File: src/rtl/rqt_pkg.sv
package rqt_pkg;

    typedef enum logic [1:0] {
        SHARE_ALL   = 2'd0,
        SHARE_SPLIT = 2'd1,
        SHARE_CAP   = 2'd2,
        SHARE_RSVD  = 2'd3
    } share_mode_e;

    // The reserved encoding behaves as the shared mode.
    function automatic share_mode_e decode_mode(input logic [1:0] raw);
        share_mode_e m;
        case (raw)
            2'd1:    m = SHARE_SPLIT;
            2'd2:    m = SHARE_CAP;
            default: m = SHARE_ALL;
        endcase
        return m;
    endfunction

endpackage

File: src/rtl/rqt_ceiling.sv
module rqt_ceiling
    import rqt_pkg::*;
#(
    parameter int NT = 4,
    parameter int CW = 6
) (
    input  logic                   clk,
    input  logic                   rst,
    input  share_mode_e            mode,
    input  logic [CW-1:0]          total,
    input  logic [CW-1:0]          thresh,
    input  logic [NT-1:0]          mask,
    output logic [NT-1:0][CW-1:0]  ceil_q
);
    localparam int AW = $clog2(NT + 1);

    logic [AW-1:0]         n_act;
    logic [CW-1:0]         even_share;
    logic [CW-1:0]         act_share;
    logic                  one_act;
    logic [NT-1:0][CW-1:0] ceil_d;

    always_comb begin
        n_act      = AW'($countones(mask));
        even_share = total / CW'(NT);
        act_share  = (n_act == '0) ? even_share : total / CW'(n_act);
        one_act    = (n_act == AW'(1));
    end

    for (genvar t = 0; t < NT; t++) begin : g_ceil
        always_comb begin
            case (mode)
                SHARE_SPLIT: ceil_d[t] = mask[t] ? act_share : even_share;
                SHARE_CAP:   ceil_d[t] = (one_act && mask[t]) ? total : thresh;
                default:     ceil_d[t] = total;
            endcase
        end
    end

    always_ff @(posedge clk) begin
        if (rst) ceil_q <= '0;
        else     ceil_q <= ceil_d;
    end

endmodule

File: src/rtl/rqt_grant.sv
module rqt_grant #(
    parameter int NT = 4,
    parameter int CW = 6
) (
    input  logic [NT-1:0] req,
    input  logic [NT-1:0] quota_empty,
    input  logic [CW-1:0] pool_free,
    output logic [NT-1:0] grant
);
    logic [CW-1:0] taken;

    // Lower index first; each grant consumes one shared free entry.
    always_comb begin
        taken = '0;
        grant = '0;
        for (int t = 0; t < NT; t++) begin
            if (req[t] && !quota_empty[t] && (taken < pool_free)) begin
                grant[t] = 1'b1;
                taken    = taken + CW'(1);
            end
        end
    end

endmodule

File: src/rtl/rqt_slot.sv
module rqt_slot #(
    parameter int CW = 6,
    parameter int SW = 3
) (
    input  logic          clk,
    input  logic          rst,
    input  logic          take,
    input  logic          drop_one,
    input  logic [SW-1:0] drop_many,
    input  logic [CW-1:0] ceil,
    output logic [CW-1:0] occ,
    output logic [CW-1:0] room
);
    logic [CW:0] up;
    logic [CW:0] down;

    always_comb begin
        up   = {1'b0, occ} + {{CW{1'b0}}, take};
        down = {{CW{1'b0}}, drop_one} + {{(CW + 1 - SW){1'b0}}, drop_many};
        room = (ceil > occ) ? ceil - occ : '0;
    end

    always_ff @(posedge clk) begin
        if (rst)            occ <= '0;
        else if (up > down) occ <= CW'(up - down);
        else                occ <= '0;
    end

endmodule

File: src/rtl/rob_quota_tracker.sv
module rob_quota_tracker
    import rqt_pkg::*;
#(
    parameter int NT = 4,
    parameter int CW = 6,
    parameter int SW = 3
) (
    input  logic             clk,
    input  logic             rst,
    input  logic [1:0]       cfg_policy,
    input  logic [CW-1:0]    cfg_total,
    input  logic [CW-1:0]    cfg_thresh,
    input  logic [NT-1:0]    active_mask,
    input  logic [NT-1:0]    alloc,
    input  logic [NT-1:0]    retire,
    input  logic [NT*SW-1:0] squash_rel,
    output logic [CW-1:0]    global_free,
    output logic [NT*CW-1:0] thread_free,
    output logic [NT-1:0]    stall
);
    localparam int SUMW = CW + $clog2(NT) + 1;

    share_mode_e           mode;
    logic [NT-1:0][CW-1:0] ceil_q;
    logic [NT-1:0][CW-1:0] occ;
    logic [NT-1:0][CW-1:0] room;
    logic [NT-1:0]         room_zero;
    logic [NT-1:0]         grant;
    logic [SUMW-1:0]       occ_sum;

    assign mode = decode_mode(cfg_policy);

    rqt_ceiling #(.NT(NT), .CW(CW)) u_ceiling (
        .clk    (clk),
        .rst    (rst),
        .mode   (mode),
        .total  (cfg_total),
        .thresh (cfg_thresh),
        .mask   (active_mask),
        .ceil_q (ceil_q)
    );

    rqt_grant #(.NT(NT), .CW(CW)) u_grant (
        .req         (alloc),
        .quota_empty (room_zero),
        .pool_free   (global_free),
        .grant       (grant)
    );

    for (genvar t = 0; t < NT; t++) begin : g_slot
        rqt_slot #(.CW(CW), .SW(SW)) u_slot (
            .clk       (clk),
            .rst       (rst),
            .take      (grant[t]),
            .drop_one  (retire[t]),
            .drop_many (squash_rel[t*SW +: SW]),
            .ceil      (ceil_q[t]),
            .occ       (occ[t]),
            .room      (room[t])
        );
        assign room_zero[t]             = (room[t] == '0);
        assign thread_free[t*CW +: CW]  = room[t];
        assign stall[t]                 = room_zero[t] || (global_free == '0);
    end

    always_comb begin
        occ_sum = '0;
        for (int t = 0; t < NT; t++) begin
            occ_sum = occ_sum + SUMW'(occ[t]);
        end
        global_free = (SUMW'(cfg_total) > occ_sum) ? CW'(SUMW'(cfg_total) - occ_sum) : '0;
    end

endmodule

File: config.mk
export PLATFORM = sky130hd
export DESIGN_NAME = rob_quota_tracker
export DESIGN_NICKNAME = d
export VERILOG_FILES = /design/src/rtl/rqt_pkg.sv /design/src/rtl/rqt_ceiling.sv /design/src/rtl/rqt_grant.sv /design/src/rtl/rqt_slot.sv /design/src/rtl/rob_quota_tracker.sv
export SDC_FILE = /design/constraint.sdc
export NUM_CORES = 1
export LEC_CHECK = 0
export BUFFER_PORTS_ARGS = -buffer_cell sky130_fd_sc_hd__buf_2
export CAP_MARGIN = 10
export CELL_PAD_IN_SITES_DETAIL_PLACEMENT = 1
export CELL_PAD_IN_SITES_GLOBAL_PLACEMENT = 1
export CORE_MARGIN = 1.5
export CORE_UTILIZATION = 45
export DETAILED_ROUTE_END_ITERATION = 7
export PLACE_DENSITY = 0.84
export RECOVER_POWER = 100
export SETUP_SLACK_MARGIN = 0.15
export SYNTH_ARGS = -nofsm -noshare
export SYNTH_HDL_FRONTEND = slang
export SYNTH_SLANG_ARGS = --single-unit
File: constraint.sdc
create_clock -name clk -period 9.51 [get_ports clk]
set_input_delay 1.4265 -clock clk [delete_from_list [all_inputs] [get_ports clk]]
set_output_delay 1.4265 -clock clk [all_outputs]
set_load 0.005 [all_outputs]
==> results of run 1 <==
==> layout make-up <==
type                            instances  area share (%)
Clock buffer                            6            1.87
Clock inverter                          2           0.508
Inverter                               91            4.96
Multi-Input combinational cell        628            70.0
Sequential cell                        48            13.9
Tap cell                              176            3.20
Timing Repair Buffer                   78            5.54
==> cells by family after synthesis <==
| logic type | Yosys count |
|---|---|
| and+or+nand+nor | 245 |
| muxes | 18 |
| DFF | 48 |
| buffers and inverters | 116 |
| adders and majority gates | 113 |
| AOI/OAI and AO/OA | 201 |
| xor gates and xnor gates | 51 |
==> metal layers <==
metal | global-route usage [%] | part of all wire (%) | vias to the layer above | routed length (um)
met4 | 6.40 | 1.9 | 0 | 382
met1 | 35.1 | 42 | 3041 | 8470
met5 | 0 | 0 | - | 0
li1 | - | - | 2924 | -
met2 | 51.7 | 51 | 178 | 10400
met3 | 4.15 | 5.1 | 38 | 1030
==> synthesized netlist by cell type, types with 9 or more instances <==
master    instances  area share, %
dfxtp_1          48             15
fa_1             22            7.1
a222oi_1         12            1.9
nand2b_1         16            1.6
xor2_1           17            2.4
clkbuf_1         23            1.4
a21o_1           16            1.9
xnor2_1          34            4.8
a31oi_1          15            1.5
nand2_1          43            2.6
o21ai_0          37            3.0
ha_1             90             18
nor2b_1          13            1.3
a21boi_0         12            1.5
or2_2             9           0.91
nand3_1          26            2.1
mux2_2           14            2.5
a21oi_1          45            3.6
inv_1            91            5.5
nor2_1           90            5.4
==> worst paths after layout <==
check | endpoint | cells after the start | slack (ns)
max | u_ceiling.ceil_q[12] | 34 | 0.55
min | g_slot[1].u_slot.occ[5] | 2 | 0.61
max reg2reg | g_slot[3].u_slot.occ[3] | 39 | 0.75
min reg2reg | g_slot[1].u_slot.occ[5] | 2 | 0.61
==> stage by stage <==
stage	std cells	power, mW	cell area, um2	setup slack (ns)
2_1_floorplan	792	1.76	6210	1.07
3_3_place_gp	1021	2.29	6740	0.738
3_5_place_dp	1021	2.41	6740	0.148
4_1_cts	1029	2.64	6900	0.344
5_1_grt	1029	2.91	6890	0.123
6_report	1029	2.66	6890	0.547
==> placed cells by master (no fill, tap or decap), types with 12 or more instances in the layout <==
cell type and count:
ha_1 90, nand2b_1 16, a21oi_1 44, xnor2_1 34, nand3_1 26, fa_1 22, o21ai_0 37, a222oi_1 12
dfxtp_1 48, inv_1 91, a21boi_0 12, clkbuf_1 15, nor2_1 89, a21o_1 16, buf_2 55, nand2_1 43
a31oi_1 15, xor2_1 17, mux2_2 14, nor2b_1 13
==> critical path, delay by kind of cell <==
| family | cells | cell delay, ns |
|---|---|---|
| buffers and inverters | 4 | 0.62 |
| multiplexers | 1 | 0.20 |
| adder cells (fa/ha/maj) | 8 | 2.45 |
| AO/OA/AOI/OAI | 13 | 2.60 |
| AND/OR/NAND/NOR | 8 | 1.82 |
==> flip-flops by register name (all words and copies together) (netlist names) <==
name	flops
u_ceiling.ceil_q	24
g_slot.u_slot.occ	24
==> what timing repair did <==
item                                    4_1_cts  5_1_grt
hold buffers                                  0        0
gates resized for setup                       0        8
endpoints found under the setup margin        0       10
==> power by group through the flow <==
stage	logic [mW]	registers (mW)	clock network, mW
2_1_floorplan	1.49	0.276	0
3_3_place_gp	2.00	0.292	0
3_5_place_dp	2.12	0.294	0
4_1_cts	2.14	0.290	0.210
5_1_grt	2.39	0.295	0.217
6_report	2.16	0.292	0.212
==> metrics.md, run 1 <==
| Metric | Value |
|---|---|
| Compound-cell area share of the yosys netlist | 22.3% |
| Achievable frequency | 112 MHz |
| Leak Pwr | 3.20 nW |
| Row cnt | 42 |
| # diodes | 0 |
| Synth Area in Adders | 25.4% |
| Core Util, Final | 51.6% |
| Num CTS Buffers | 5 |
| CTS Sinks | 48 |
| Syn_nets | 944 |
| FILL cells | 1695 |
| Post-route minimum period | 8.96 ns |
| Clock buffer depth | 2 |
| CTS Root Cell | clkbuf_16 |
| Number of distinct library cells after synthesis | 65 |
| Layout cells sized above 1 | 12.3% |
| Async set or reset register ratio after synthesis | 0% |
| Antenna violations before repair | 1 |
| XOR/XNOR Fraction of Synth Area | 7.19% |
| HP Class | flip-flop to flip-flop |
| Worst EP arrival | 9.13 ns |
| Setup Fix Bufs, Post-CTS | 0 |
| Vias in the first global route | 6483 |
| Gr usage total | 28.4% |
| CTS HTree Levels | 2 |
| Final wirelength | 20300 um |
| Die area | 14500 um2 |
| First-pass GRT wire length | 33100 um |
| Setup crit start kind | primary input |
| Total core area | 13300 um2 |
| Final hold vios | 0 |
| Slowest stage cell, crit path | or4b_4 |
| Starting density of the core | 46.5% |
| Main combinational cell family by area after synthesis | adder cells |
| Final #Nets | 1004 |
| Synth warnings | 0 |
| Crit-path max FO | 13 |
| Unrepaired setup endpoints after global routing | false |
| Clock Skew | 0.00686 ns |
| Register Area | 961 um2 |
| Pin count of the biggest net entering global routing | 33 |
| Detail Placement HPWL | 16300 um |
| Multi-input gate area | 4820 um2 |
| Largest stage delay, worst path | 0.56 ns |
| Number of vias per cell | 6.01 |
| P_sw | 1.39 mW |
| CP startpoint | active_mask[2] |
| Number of max-cap violations | 0 |
| Max-slew violations | 0 |
| Gate power share | 81.0% |
| Switching Share | 52.2% |
| # DRC | 0 |
| Flops & latches, synth | 48 |
| Worst skew pair latency | 0.30 ns |
| Hold_ws | 0.613 ns |
| RD Place Congestion | 0.888 |
| Primary FF master, synth | dfxtp_1 |
| Max transition margin | 28.6% |
| Die H | 120 um |
| CP most frequent cell | ha_1 |
| Initial DRC count | 414 |
| Mux cell area share after synthesis | 3.20% |
| Sequential share of the synthesized area | 15.5% |
| Synthesized cell area | 6210 um2 |
| Port buffer count | 73 |
| Layout area overhead | 10.9% |
| Io pins | 74 |
| Period utilization | 94.3% |
| Slew @ Worst Pin | 1.04 ns |
| Wire per inst | 19.7 um |
| Worst r2r src | g_slot[0].u_slot.occ[1] |
| Count of final setup violators | 0 |
| Synth Area in Simple Gates | 19.4% |
| Outcome | complete, no violations |
| Die width | 120 um |
| P per Cell Area | 386 nW/um2 |
| Total congestion overflow | 0 |
| Via count | 6181 |
| WS Path Type | primary input to flip-flop |
| Clock Pin Slew Worst Setup and Hold Paths | 0.07 ns |
| Antenna Nets Post-Route | 0 |
| Pre-Repair DR Iteration Count | 7 |
| Clk pwr share | 8.0% |
| Sequential share of power | 11.0% |
| Critical Path RT | 9.68 ns |
| Post-Route Setup TNS | 0 ns |
| Post-Syn Instances | 792 |
| Post-synth EDFFs | 0 |
| Crit end category | flip-flop |
| Worst Hold Launch | g_slot[1].u_slot.occ[5] |
| Internal Pwr Total | 1.27 mW |
| Syn_area_per_cell | 7.84 um2 |
| VDD IR max | 0.133 mV |
| CTS tree | yes |
Note: power is estimated with default switching activity, not from simulation.
==> inputs of run 2 (changes only) <==
--- a/config.mk
+++ b/config.mk
@@ -10,11 +10,12 @@
 export CELL_PAD_IN_SITES_DETAIL_PLACEMENT = 1
 export CELL_PAD_IN_SITES_GLOBAL_PLACEMENT = 1
 export CORE_MARGIN = 1.5
-export CORE_UTILIZATION = 45
+export CORE_UTILIZATION = 46
 export DETAILED_ROUTE_END_ITERATION = 7
 export PLACE_DENSITY = 0.84
 export RECOVER_POWER = 100
 export SETUP_SLACK_MARGIN = 0.15
 export SYNTH_ARGS = -nofsm -noshare
 export SYNTH_HDL_FRONTEND = slang
+export SYNTH_HIERARCHICAL = 1
 export SYNTH_SLANG_ARGS = --single-unit
==> metrics.md, run 2 <==
| Metric | Value |
|---|---|
| Biggest regs | g_slot.u_slot/occ: 24 flops, u_ceiling/ceil_q: 24 flops |
| Die area | 15200 um2 |
| Max transition margin | 42.5% |
| RD Place Congestion | 0.882 |
| HP Class | flip-flop to flip-flop |
| Io pins | 74 |
| Crit end category | flip-flop |
| Synth warnings | 6 |
| Count of final setup violators | 0 |
| CTS Sinks | 48 |
| Via count | 6354 |
| Detail Placement HPWL | 16100 um |
| Outcome | complete, no violations |
| Period utilization | 95.9% |
| VDD IR max | 0.168 mV |
| Ranking of synthesized cells by area | ha_1 (18%), dfxtp_1 (14%), fa_1 (6.6%) |
| Most frequent cells in the layout | inv_1 (106), ha_1 (93), nor2_1 (86), buf_2 (49), dfxtp_1 (48) |
| FILL cells | 1757 |
| Largest stage delay, worst path | 0.42 ns |
| FF-to-FF path depth | 38 |
| Layout cells sized above 1 | 14.0% |
| Total congestion overflow | 0 |
| Achievable frequency | 110 MHz |
| P per Cell Area | 427 nW/um2 |
| Hold depth | 3 |
| Initial DRC count | 334 |
| CTS tree | yes |
| Main combinational cell family by area after synthesis | adder cells |
| Slew @ Worst Pin | 0.863 ns |
| XOR/XNOR Fraction of Synth Area | 6.15% |
| Share of the synthesized area in the top cell type | 17.6% |
| First-pass GRT wire length | 31600 um |
| Leak Pwr | 3.26 nW |
| Row cnt | 43 |
| CP most frequent cell | ha_1 |
| Synth Area in Simple Gates | 21.1% |
| Die H | 123 um |
| Pin count of the biggest net entering global routing | 29 |
| Post-route minimum period | 9.12 ns |
| Family with the most delay on the worst path | compound AO/OA/AOI/OAI gates |
| Slowest stage cell, crit path | fa_1 |
| Num CTS Buffers | 5 |
| Primary FF master, synth | dfxtp_1 |
| Hold EP | g_slot[3].u_slot/occ[5] |
| Critical Path RT | 9.67 ns |
| Gr usage total | 26.6% |
| Core Util, Final | 52.0% |
| # DRC | 0 |
| Port buffer count | 73 |
| Post-Syn Instances | 827 |
| Compound-cell area share of the yosys netlist | 22.6% |
| Synth top cells by count | inv_1 (106), ha_1 (94), nor2_1 (88), dfxtp_1 (48), nand2_1 (47) |
| Syn_area_per_cell | 8.06 um2 |
| Final #Nets | 1046 |
| Most frequent cell after synthesis | inv_1 |
| Number of max-cap violations | 0 |
| Clock buffer depth | 2 |
| Starting density of the core | 47.5% |
| Synth Area in Adders | 24.2% |
| Register Area | 961 um2 |
| Unrepaired setup endpoints after global routing | false |
| Wire per inst | 18.9 um |
| CP startpoint | active_mask[0] |
| Sequential share of the synthesized area | 14.4% |
| WS Path Type | primary input to flip-flop |
| Worst r2r src | g_slot[1].u_slot/occ[1] |
| Number of vias per cell | 5.94 |
| Number of distinct library cells after synthesis | 81 |
| Flops & latches, synth | 48 |
| Mux cell area share after synthesis | 4.15% |
| Clock Skew | 0.00556 ns |
| Clock Pin Slew Worst Setup and Hold Paths | 0.07 ns |
| Antenna Nets Post-Route | 0 |
| Async set or reset register ratio after synthesis | 0% |
| CTS Root Cell | clkbuf_16 |
| Synthesized cell area | 6670 um2 |
| # diodes | 0 |
| Synth area leader | ha_1 |
| Vias in the first global route | 6419 |
| Worst skew pair latency | 0.30 ns |
| Post-synth EDFFs | 0 |
| Commonest non-fill, non-tap cell in the layout | inv_1 |
| Dpl ws | -0.0792 ns |
| Layout area overhead | 9.53% |
| Worst Hold Launch | g_slot[3].u_slot/occ[5] |
| Die width | 123 um |
| Hold_ws | 0.741 ns |
| Setup crit start kind | primary input |
| Antenna violations before repair | 0 |
| CTS HTree Levels | 2 |
| Setup slack, reg-to-reg | 0.69 ns |
| Total core area | 14000 um2 |
| CP bufs+invs | 2 |
| Syn_nets | 983 |
| Max-slew violations | 0 |
| RR Endpoint | g_slot[3].u_slot/occ[3] |
| Pre-Repair DR Iteration Count | 7 |
| Worst EP arrival | 9.28 ns |
| Final wirelength | 20300 um |
| PnR worst setup slack | 0.394 ns |
| Crit-path max FO | 10 |
| Multi-input gate area | 5200 um2 |
| Final hold vios | 0 |
==> run 2: cell types whose count changed in the layout (fill, tap and decap cells not counted), moves of 7 or more <==
| cell | previous run | this run |
|---|---|---|
| nor3_1 | 6 | 25 |
| inv_1 | 91 | 106 |
| nand2b_1 | 16 | 9 |
| xor2_1 | 17 | 8 |
| a31oi_1 | 15 | 4 |
| clkbuf_1 | 15 | 22 |
| a21boi_0 | 12 | 3 |
| o21a_1 | 6 | 13 |
| a21oi_1 | 44 | 32 |
| mux2i_1 | 3 | 13 |
| a222oi_1 | 12 | 4 |
==> run 2: worst register-to-register path: cells and delay by family (launching register included) <==
kind / cells / cell delay, ns
flops: 1 / 0.50
xor+xnor: 1 / 0.09
simple gates: 10 / 2.12
compound gates: 13 / 2.03
buf+inv: 3 / 0.28
fa+ha+maj: 11 / 3.65
==> run 2: repair_timing <==
action / in CTS / in global routing
buffers inserted: 0 / 2
endpoints found under the setup margin: 0 / 4
hold buffers: 0 / 0
resized for setup: 0 / 15
==> run 2: per-layer routing <==
| metal | share of wire [%] | vias up | wire length, um | global-route usage [%] |
|---|---|---|---|---|
| met5 | 0 | - | 0 | 0 |
| met4 | 2.1 | 0 | 425 | 6.68 |
| met3 | 4.7 | 37 | 944 | 4.15 |
| met2 | 48 | 177 | 9810 | 47.3 |
| met1 | 45 | 3095 | 9100 | 33.6 |
| li1 | - | 3045 | - | - |
==> run 2: how the worst max path moves through the flow <==
stage	to	slack [ns]	depth (start not counted)
2_1_floorplan	u_ceiling/ceil_q[0]	0.45	36
3_3_place_gp	u_ceiling/ceil_q[0]	0.20	37
3_5_place_dp	u_ceiling/ceil_q[12]	-0.08	37
4_1_cts	u_ceiling/ceil_q[12]	0.23	37
5_1_grt	u_ceiling/ceil_q[18]	0.04	37
6_report	u_ceiling/ceil_q[12]	0.39	37
==> run 2: through the flow <==
step | power, mW | instances | TNS, ns | area (um2)
finish | 3.12 | 1070 | 0 | 7300
floorplan | 2.23 | 827 | 0 | 6670
global route | 3.40 | 1070 | 0 | 7300
CTS | 3.14 | 1068 | 0 | 7330
detailed placement | 2.94 | 1061 | -0.309 | 7190
global placement | 2.84 | 1061 | 0 | 7190
==> run 2: layout make-up <==
class                           count  share of cell area, %
Tap cell                          180                   3.08
Sequential cell                    48                   13.2
Multi-Input combinational cell    650                   71.2
Clock buffer                        5                   1.71
Clock inverter                      2                  0.171
Timing Repair Buffer               78                   5.14
Inverter                          107                   5.50
==> run 2: cells by family (layout without fill, tap and decap cells) <==
| kind of cell | Yosys count | after routing |
|---|---|---|
| AND/OR/NAND/NOR | 269 | 269 |
| adder cells (fa/ha/maj) | 116 | 116 |
| buffers and inverters | 129 | 192 |
| XOR/XNOR | 46 | 46 |
| multiplexers | 26 | 26 |
| flip-flops | 48 | 48 |
| AO/OA/AOI/OAI | 193 | 193 |
==> run 2: power breakdown <==
| group | switching, mW | internal (mW) |
|---|---|---|
| clock network | 0.0816 | 0.0957 |
| logic | 1.53 | 1.13 |
| registers | 0.0473 | 0.242 |
==> inputs of run 3 (changes only) <==
--- a/config.mk
+++ b/config.mk
@@ -5,15 +5,13 @@
 export SDC_FILE = /design/constraint.sdc
 export NUM_CORES = 1
 export LEC_CHECK = 0
-export BUFFER_PORTS_ARGS = -buffer_cell sky130_fd_sc_hd__buf_2
 export CAP_MARGIN = 10
 export CELL_PAD_IN_SITES_DETAIL_PLACEMENT = 1
 export CELL_PAD_IN_SITES_GLOBAL_PLACEMENT = 1
-export CORE_MARGIN = 1.5
-export CORE_UTILIZATION = 46
+export CORE_UTILIZATION = 50
 export DETAILED_ROUTE_END_ITERATION = 7
+export DONT_BUFFER_PORTS = 1
 export PLACE_DENSITY = 0.84
-export RECOVER_POWER = 100
 export SETUP_SLACK_MARGIN = 0.15
 export SYNTH_ARGS = -nofsm -noshare
 export SYNTH_HDL_FRONTEND = slang
==> metrics.md, run 3 (synthesis gave the netlist of run 2 again) <==
| Metric | Value |
|---|---|
| Vias in the first global route | 6531 |
| Pre-Repair DR Iteration Count | 6 |
| Slew @ Worst Pin | 0.908 ns |
| Worst r2r src | g_slot[0].u_slot/occ[1] |
| Worst EP arrival | 9.27 ns |
| Io pins | 74 |
| Antenna violations before repair | 1 |
| Placed Cells | 980 |
| Clock Skew | 0.00416 ns |
| Antenna Nets Post-Route | 0 |
| CTS Root Cell | clkbuf_16 |
| Layout area overhead | 5.91% |
| Clock buffer depth | 2 |
| Worst skew pair latency | 0.29 ns |
| Setup crit start kind | primary input |
| Hold EP | g_slot[3].u_slot/occ[5] |
| Final #Nets | 973 |
| # DRC | 0 |
| Biggest regs | g_slot.u_slot/occ: 24 flops, u_ceiling/ceil_q: 24 flops |
| Total congestion overflow | 0 |
| Fin cells | 989 |
| Crit end category | flip-flop |
| CP most frequent cell | ha_1 |
| Post-Route Setup TNS | 0 ns |
| Number of vias per cell | 6.15 |
| Leak Pwr | 3.08 nW |
| Core Util, Final | 55.1% |
| Outcome | complete, no violations |
| Dpl cell area | 6820 um2 |
| Worst Hold Launch | g_slot[3].u_slot/occ[5] |
| # diodes | 0 |
| Pin count of the biggest net entering global routing | 29 |
| FILL cells | 1583 |
| Row cnt | 41 |
| Max transition margin | 39.4% |
| Layout cells sized above 1 | 10.3% |
| Crit-path max FO | 10 |
| Number of max-cap violations | 0 |
| VDD IR max | 0.189 mV |
| Final hold vios | 0 |
| Unrepaired setup endpoints after global routing | false |
| P per Cell Area | 441 nW/um2 |
| CTS tree | yes |
| Count of final setup violators | 0 |
| Die area | 13800 um2 |
| Starting density of the core | 52.0% |
| Max-slew violations | 0 |
| Total core area | 12800 um2 |
| Post-route minimum period | 9.11 ns |
| Initial DRC count | 382 |
| Largest stage delay, worst path | 0.43 ns |
| Most frequent cells in the layout | inv_1 (106), ha_1 (94), nor2_1 (87), dfxtp_1 (48), nand2_1 (47) |
| Die H | 117 um |
| Commonest non-fill, non-tap cell in the layout | inv_1 |
| CTS HTree Levels | 2 |
| Clock Pin Slew Worst Setup and Hold Paths | 0.07 ns |
| Final Cell Area | 7060 um2 |
| FF-to-FF path depth | 40 |
| Final wirelength | 20000 um |
| HP Class | flip-flop to flip-flop |
| First-pass GRT wire length | 32900 um |
| # hold bufs at CTS | 0 |
| CTS Sinks | 48 |
| Setup slack, reg-to-reg | 0.68 ns |
| Gr usage total | 29.5% |
| RD Place Congestion | 0.864 |
| Detail Placement HPWL | 16400 um |
| Achievable frequency | 110 MHz |
| Die width | 117 um |
| Period utilization | 95.7% |
| Port buffer count | 0 |
| Slowest stage cell, crit path | fa_1 |
| Hold depth | 3 |
| Critical Path RT | 9.67 ns |
| RR Endpoint | g_slot[3].u_slot/occ[3] |
| Via count | 6081 |
| WS Path Type | primary input to flip-flop |
| Num CTS Buffers | 5 |
| Wire per inst | 20.3 um |
run 3: cell type report:
class	instances	area, um2	area share, %
clock buffer	5	125	1.77
multi-input combinational	650	5260	74.5
inverter	107	402	5.69
clock inverter	2	60.1	0.850
timing repair buffer	5	37.5	0.531
sequential	48	961	13.6
tap	172	215	3.05
run 3: per-layer routing:
metal  track usage [%]  wire [um]  part of all wire [%]  vias to the layer above
met5                 0          0                     0                        -
met4              7.85        475                   2.4                        0
met3              3.54        866                   4.3                       39
met2              54.2      10100                    50                      154
met1              36.1       8620                    43                     2997
li1                  -          -                     -                     2891
run 3: worst max path at each step:
stage	start	end	slack [ns]	cells past startpoint
after global placement	active_mask[0]	u_ceiling/ceil_q[0]	0.46	36
after floorplan	active_mask[2]	u_ceiling/ceil_q[0]	0.45	36
after global routing	active_mask[0]	u_ceiling/ceil_q[0]	0.15	36
after CTS	active_mask[0]	u_ceiling/ceil_q[0]	0.20	37
after detailed placement	active_mask[0]	u_ceiling/ceil_q[0]	-0.11	37
final	active_mask[0]	u_ceiling/ceil_q[0]	0.40	35
run 3: what timing repair did:
item	CTS	global route
buffers inserted	0	2
endpoints found under the setup margin	0	4
resized for setup	0	9
run 3: where the power goes:
| group | internal, mW | switching, mW | total (mW) |
|---|---|---|---|
| logic | 1.08 | 1.52 | 2.60 |
| registers | 0.242 | 0.0479 | 0.290 |
| clock network | 0.149 | 0.0807 | 0.230 |
| total | 1.47 | 1.64 | 3.12 |
run 3: worst max-delay path: cells and delay by family:
kind / cells / cell delay, ns
AOI/OAI and AO/OA: 16 / 3.06
adders and majority gates: 8 / 2.48
and+or+nand+nor: 9 / 1.93
muxes: 1 / 0.26
buffers and inverters: 1 / 0.07
run 3: per-stage QoR:
step	hold slack [ns]	setup slack [ns]	total power, mW
after global placement	0.666	0.462	2.68
after CTS	0.713	0.196	3.08
final	0.716	0.404	3.12
after detailed placement	0.678	-0.109	2.83
after global routing	0.771	0.151	3.39
after floorplan	0.623	0.445	2.23
